`src/rtl/las_pkg.sv`:
```
package las_pkg;
  localparam int NUM_LVL = 2;
  localparam int NUM_EVT = 3;

  typedef struct packed {
    logic [NUM_LVL-1:0] lvl;
    logic [NUM_EVT-1:0] ev;
    logic               clrStat;
    logic               clrCnt;
  } lasStrobe_t;
endpackage

```
`src/rtl/las_ctrl.sv`:
```
module las_ctrl
  import las_pkg::*;
(
  input  logic               clk,
  input  logic               rstN,
  input  logic               simEnable,
  input  logic               losRaw,
  input  logic               aisRaw,
  input  logic               cvPulse,
  input  logic               rdIntStat,
  input  logic               rdCvCount,
  output lasStrobe_t         strb,
  output logic [NUM_LVL-1:0] liveStat
);
  logic [NUM_LVL-1:0] effLvl;
  logic [NUM_LVL-1:0] liveQ;
  logic               cvHit;

  always_comb begin
    effLvl = simEnable ? {NUM_LVL{1'b1}} : {aisRaw, losRaw};
    cvHit  = simEnable | cvPulse;
    strb.lvl     = effLvl;
    strb.ev      = {cvHit, effLvl & ~liveQ};
    strb.clrStat = rdIntStat;
    strb.clrCnt  = rdCvCount;
  end

  always_ff @(posedge clk or negedge rstN) begin
    if (!rstN) liveQ <= '0;
    else       liveQ <= effLvl;
  end

  assign liveStat = liveQ;


  sim_forces_live_chk: assert property (@(posedge clk) disable iff (!rstN)
    simEnable |=> (liveStat == {NUM_LVL{1'b1}}));


  los_self_clear_chk: assert property (@(posedge clk) disable iff (!rstN)
    (!simEnable && !losRaw) |=> !liveStat[0]);
endmodule

```
`src/rtl/las_datapath.sv`:
```
module las_datapath
  import las_pkg::*;
#(
  parameter int CNT_W = 16
) (
  input  logic               clk,
  input  logic               rstN,
  input  lasStrobe_t         strb,
  input  logic [NUM_EVT-1:0] intMask,
  output logic [NUM_EVT-1:0] intStat,
  output logic [CNT_W-1:0]   cvCount,
  output logic               irq
);
  localparam logic [CNT_W-1:0] CNT_MAX = {CNT_W{1'b1}};
  localparam int               CV_BIT  = NUM_EVT - 1;

  logic [NUM_EVT-1:0] statQ;
  logic [CNT_W-1:0]   cntQ;

  for (genvar b = 0; b < NUM_EVT; b++) begin : g_stat
    always_ff @(posedge clk or negedge rstN) begin
      if (!rstN) statQ[b] <= 1'b0;
      else       statQ[b] <= (statQ[b] & ~strb.clrStat) | strb.ev[b];
    end


    sticky_hold_chk: assert property (@(posedge clk) disable iff (!rstN)
      (statQ[b] && !strb.clrStat) |=> statQ[b]);
  end

  always_ff @(posedge clk or negedge rstN) begin
    if (!rstN)                                 cntQ <= '0;
    else if (strb.clrCnt)                      cntQ <= CNT_W'(strb.ev[CV_BIT]);
    else if (strb.ev[CV_BIT] && cntQ != CNT_MAX) cntQ <= cntQ + 1'b1;
  end

  assign intStat = statQ;
  assign cvCount = cntQ;
  assign irq     = |(statQ & ~intMask);


  stat_clear_chk: assert property (@(posedge clk) disable iff (!rstN)
    (strb.clrStat && strb.ev == '0) |=> (intStat == '0));


  no_overflow_chk: assert property (@(posedge clk) disable iff (!rstN)
    (cvCount == CNT_MAX && !strb.clrCnt) |=> (cvCount == CNT_MAX));


  cnt_step_chk: assert property (@(posedge clk) disable iff (!rstN)
    (!strb.clrCnt && strb.ev[CV_BIT] && cvCount != CNT_MAX)
      |=> (cvCount == $past(cvCount) + CNT_W'(1)));


  cnt_clear_chk: assert property (@(posedge clk) disable iff (!rstN)
    (strb.clrCnt && !strb.ev[CV_BIT]) |=> (cvCount == '0));
endmodule

```
`src/rtl/line_alarm_status.sv`:
```
module line_alarm_status
  import las_pkg::*;
#(
  parameter int CNT_W = 16
) (
  input  logic               clk,
  input  logic               rstN,
  input  logic               simEnable,
  input  logic               losRaw,
  input  logic               aisRaw,
  input  logic               cvPulse,
  input  logic               rdIntStat,
  input  logic               rdCvCount,
  input  logic [2:0]         intMask,
  output logic [2:0]         intStat,
  output logic [1:0]         liveStat,
  output logic [CNT_W-1:0]   cvCount,
  output logic               irq
);
  lasStrobe_t strb;

  las_ctrl u_ctrl (
    .clk       (clk),
    .rstN      (rstN),
    .simEnable (simEnable),
    .losRaw    (losRaw),
    .aisRaw    (aisRaw),
    .cvPulse   (cvPulse),
    .rdIntStat (rdIntStat),
    .rdCvCount (rdCvCount),
    .strb      (strb),
    .liveStat  (liveStat)
  );

  las_datapath #(.CNT_W(CNT_W)) u_dp (
    .clk     (clk),
    .rstN    (rstN),
    .strb    (strb),
    .intMask (intMask),
    .intStat (intStat),
    .cvCount (cvCount),
    .irq     (irq)
  );


  reset_quiet_chk: assert property (@(posedge clk)
    !rstN |-> (intStat == '0 && liveStat == '0 && cvCount == '0 && !irq));
endmodule

```
`config.mk`:
```
export PLATFORM = sky130hd
export DESIGN_NAME = line_alarm_status
export DESIGN_NICKNAME = d
export VERILOG_FILES = /design/src/rtl/las_pkg.sv /design/src/rtl/las_ctrl.sv /design/src/rtl/las_datapath.sv /design/src/rtl/line_alarm_status.sv
export SDC_FILE = /design/constraint.sdc
export NUM_CORES = 1
export LEC_CHECK = 0
export CORE_ASPECT_RATIO = 0.6
export CORE_MARGIN = 3
export CORE_UTILIZATION = 30
export CTS_CLUSTER_DIAMETER = 30
export DETAILED_ROUTE_END_ITERATION = 8
export GPL_TIMING_DRIVEN = 1
export PLACE_DENSITY = 0.66
export SLEW_MARGIN = 10
export SYNTH_ARGS = -nofsm -noshare
export SYNTH_HDL_FRONTEND = slang
export SYNTH_SLANG_ARGS = --single-unit
```
`constraint.sdc`:
```
create_clock -name clk -period 2.3 [get_ports clk]
set_clock_uncertainty 0.1 [all_clocks]
set_input_delay 0.46 -clock clk [delete_from_list [all_inputs] [get_ports clk]]
set_output_delay 0.46 -clock clk [all_outputs]
set_load 0.01 [all_outputs]
```
==> flow_summary.yaml <==
timing:
  final_period_minus_worst_setup_slack_ns: 2.13
  final_max_slew_viol_count: 0
  max-slew-margin-rel: 0.668
  tightest_slew_ns: 0.496
  period_share: 0.926
  final.setup.tns_ns: 0
  grt_setup_unrepaired: "no"
  final_setup_fails: 0
  fmax_mhz: 470
  timing.final.hold_violations: 0
cts:
  cts-root-to-sink-buffers: 2
  cts_tree: "done"
  clockRootBuffer: "clkbuf_8"
  clock-sinks: 21
  htree_num_levels: 1
  cts_made_buffers: 3
  clk_transition_reported_paths_ns: 0.08
  clk-insertion-delay-late_ns: 0.26
pwr:
  power_mw: 0.754
  power.density_cell_area_nw_per_um2: 485
  max-vdd-ir-drop_v: 0.000326
  cellLeakagePower_nw: 0.628
synth:
  synth_cell_type_count: 32
  seq_area_frac_synth: 0.459
  synth_edf_count: 0
  mappedNetlistNets: 134
  synth_common_cells: "dfrtp_1, a21oi_1, o31ai_1, nand2_1, or4_1"
  async_flop_share: 1.00
  count_of_mapped_cells_out_of_synthesis: 122
  yosys_most_used_dff: "dfrtp_1"
  synth.largest_area_cell: "dfrtp_1"
  synthDominantCellAreaShare: 0.459
  ys.warnings.count: 0
  syn_area_per_cell_um2: 9.38
  syn-cell-area_um2: 1140
  synthTopCellsByArea: "dfrtp_1, o31ai_1, or4_1"
  cell_with_the_most_instances_after_synthesis: "dfrtp_1"
  synth-seq-cells: 21
floorplanning:
  initial_core_util: 0.332
  ioPinCount: 33
  die-height_um: 53.9
  die_width_um: 85.8
  core.rowCount: 16
  core_area_um2: 3440
  fp.dieArea_um2: 4620
critical_path:
  path_max_fanout: 21
  worst_r2r_path_depth: 5
  critical_path_rt_ns: 2.35
  crit_path_top_delay_cell: "dfrtp_1"
  worst_reg2reg_path_startpoint: "u_dp.cvCount[0]"
  crit_chain: "ha_1, and4_1, and4_4, nor4_1, mux2_2"
  worst_setup_path_end_kind: "flop"
  worstPathArrival_ns: 2.18
  cp.depth: 5
  cp_slowest_stage_delay_ns: 0.43
  reg2reg_setup_slack_ns: 0.17
  criticalPathCategory: "flop to flop"
  timing.critical_path.buf_inv: 0
  startpoint_type_of_the_worst_setup_path: "flop"
  timing.critical_path.max_delay_family: "simple AND/OR/NAND/NOR gates"
  worst_r2r_endpoint: "u_dp.cvCount[13]"
grt:
  grt_antenna_before_repair: 0
  first_pass_grt_wire_length_mm: 4.71
  gr-total-overflow: 0
  grt_usage: 0.133
  grt_pass1_vias: 1013
  grt_start_max_net_pins: 22
layout:
  layout_net_count: 168
  antennaDiodeCount: 0
  fin_cells: 200
  layout-area-overhead-vs-synth_pct: 35.8
  ratio_of_cells_with_drive_above_1_in_the_final_layout: 0.0903
  fillerInstances: 334
flow_run:
  maxCapViolCount: 0
detailed_routing:
  dr.first_iter.drc_count: 73
  num_vias: 1091
  route.final.wire_length_mm: 3.00
  first_pass_iters: 4
  post-route-drc-count: 0
  avgRoutedWirePerCell_um: 15.0
  drt.antenna.violating_nets: 0
  vias_per_cell: 5.46
worst_hold_path:
  worst_case_hold_path_end_point: "u_dp.intStat[1]"
  hold_path_startpoint: "u_ctrl.liveStat[1]"
  hold-path-cell-count: 1
  hold_class: "flop to flop"
placed_design:
  gp_congestion: 0.730
  numPlacedInstances: 196
  place.detailed.hpwl_mm: 2.23
  placement.io_buffers: 32
outcome:
  result_of_the_run: "finished clean"
-- state kept, by name, indices dropped and copies added, names as in the netlist --
register         flops
u_dp.cvCount        16
u_dp.intStat         3
u_ctrl.liveStat      2
-- per-stage QoR --
stage                util  hold WS (ns)  setup slack [ns]  cell area, um^2
detailed placement  0.438         0.346            0.0302             1510
floorplan               -        0.0644             0.201             1140
global placement    0.438         0.355            0.0839             1510
finish              0.452         0.355             0.171             1560
CTS                 0.451         0.357            0.0270             1550
global route        0.452         0.379            0.0606             1560
-- cells by family (layout without fill, tap and decap cells) --
logic type      count (synthesis)  count (layout)  synth area share
fa+ha+maj                       1               1            0.0109
flops                          21              21             0.459
mux                             3               3            0.0295
buf+inv                        15              48            0.0678
compound gates                 30              30             0.168
simple gates                   52              52             0.264
-- worst max-delay path by stage --
stage | from | to | slack (ns)
6_report | u_dp.cvCount[0] | u_dp.cvCount[13] | 0.17
3_5_place_dp | intMask[0] | irq | 0.03
5_1_grt | u_dp.cvCount[0] | u_dp.cvCount[13] | 0.06
2_1_floorplan | u_dp.cvCount[0] | u_dp.cvCount[13] | 0.20
3_3_place_gp | intMask[0] | irq | 0.08
4_1_cts | intMask[0] | irq | 0.03
-- area by class of cell --
type,instances,area [um^2],area share
well taps,45,56.3,0.0362
multi-input cells,86,542,0.348
clock buffers,4,45.0,0.0290
repair buffers,37,360,0.232
flip-flops and latches,21,526,0.338
inverters,7,26.3,0.0169
-- power breakdown --
group          switching [mW]  internal, mW  total (mW)  leakage, nW
registers              0.0116         0.381       0.393        0.275
clock network           0.124         0.124       0.248       0.0228
logic                  0.0522        0.0616       0.114        0.331
-- metal layers --
| metal | share of wire | GRT usage | routed length (um) |
|---|---|---|---|
| met5 | 0 | 0 | 0 |
| met4 | 0.0027 | 0.0289 | 8 |
| met3 | 0.083 | 0.0459 | 249 |
| met2 | 0.45 | 0.207 | 1340 |
| met1 | 0.47 | 0.181 | 1410 |
-- cell usage in the layout (no fill, tap or decap), types with 2 or more instances in the layout --
cell,instances
and4_1,3
and2_1,3
nand3_1,6
nor2_1,6
or4_1,8
nand2_1,8
and3_1,4
o21ai_0,3
nand4_1,5
nor2b_1,3
o22ai_1,3
nor3_1,2
o31ai_1,9
a21oi_1,10
clkdlybuf4s50_1,31
clkbuf_8,3
mux2_2,3
dfrtp_1,21
buf_4,5
o21bai_1,2
inv_1,7
-- what timing repair did --
item	CTS	global route
gates resized for setup	0	1
buffers inserted	0	0
hold buffers	0	0
endpoints found under the setup margin	0	1
(Power assumes the default switching activity.)
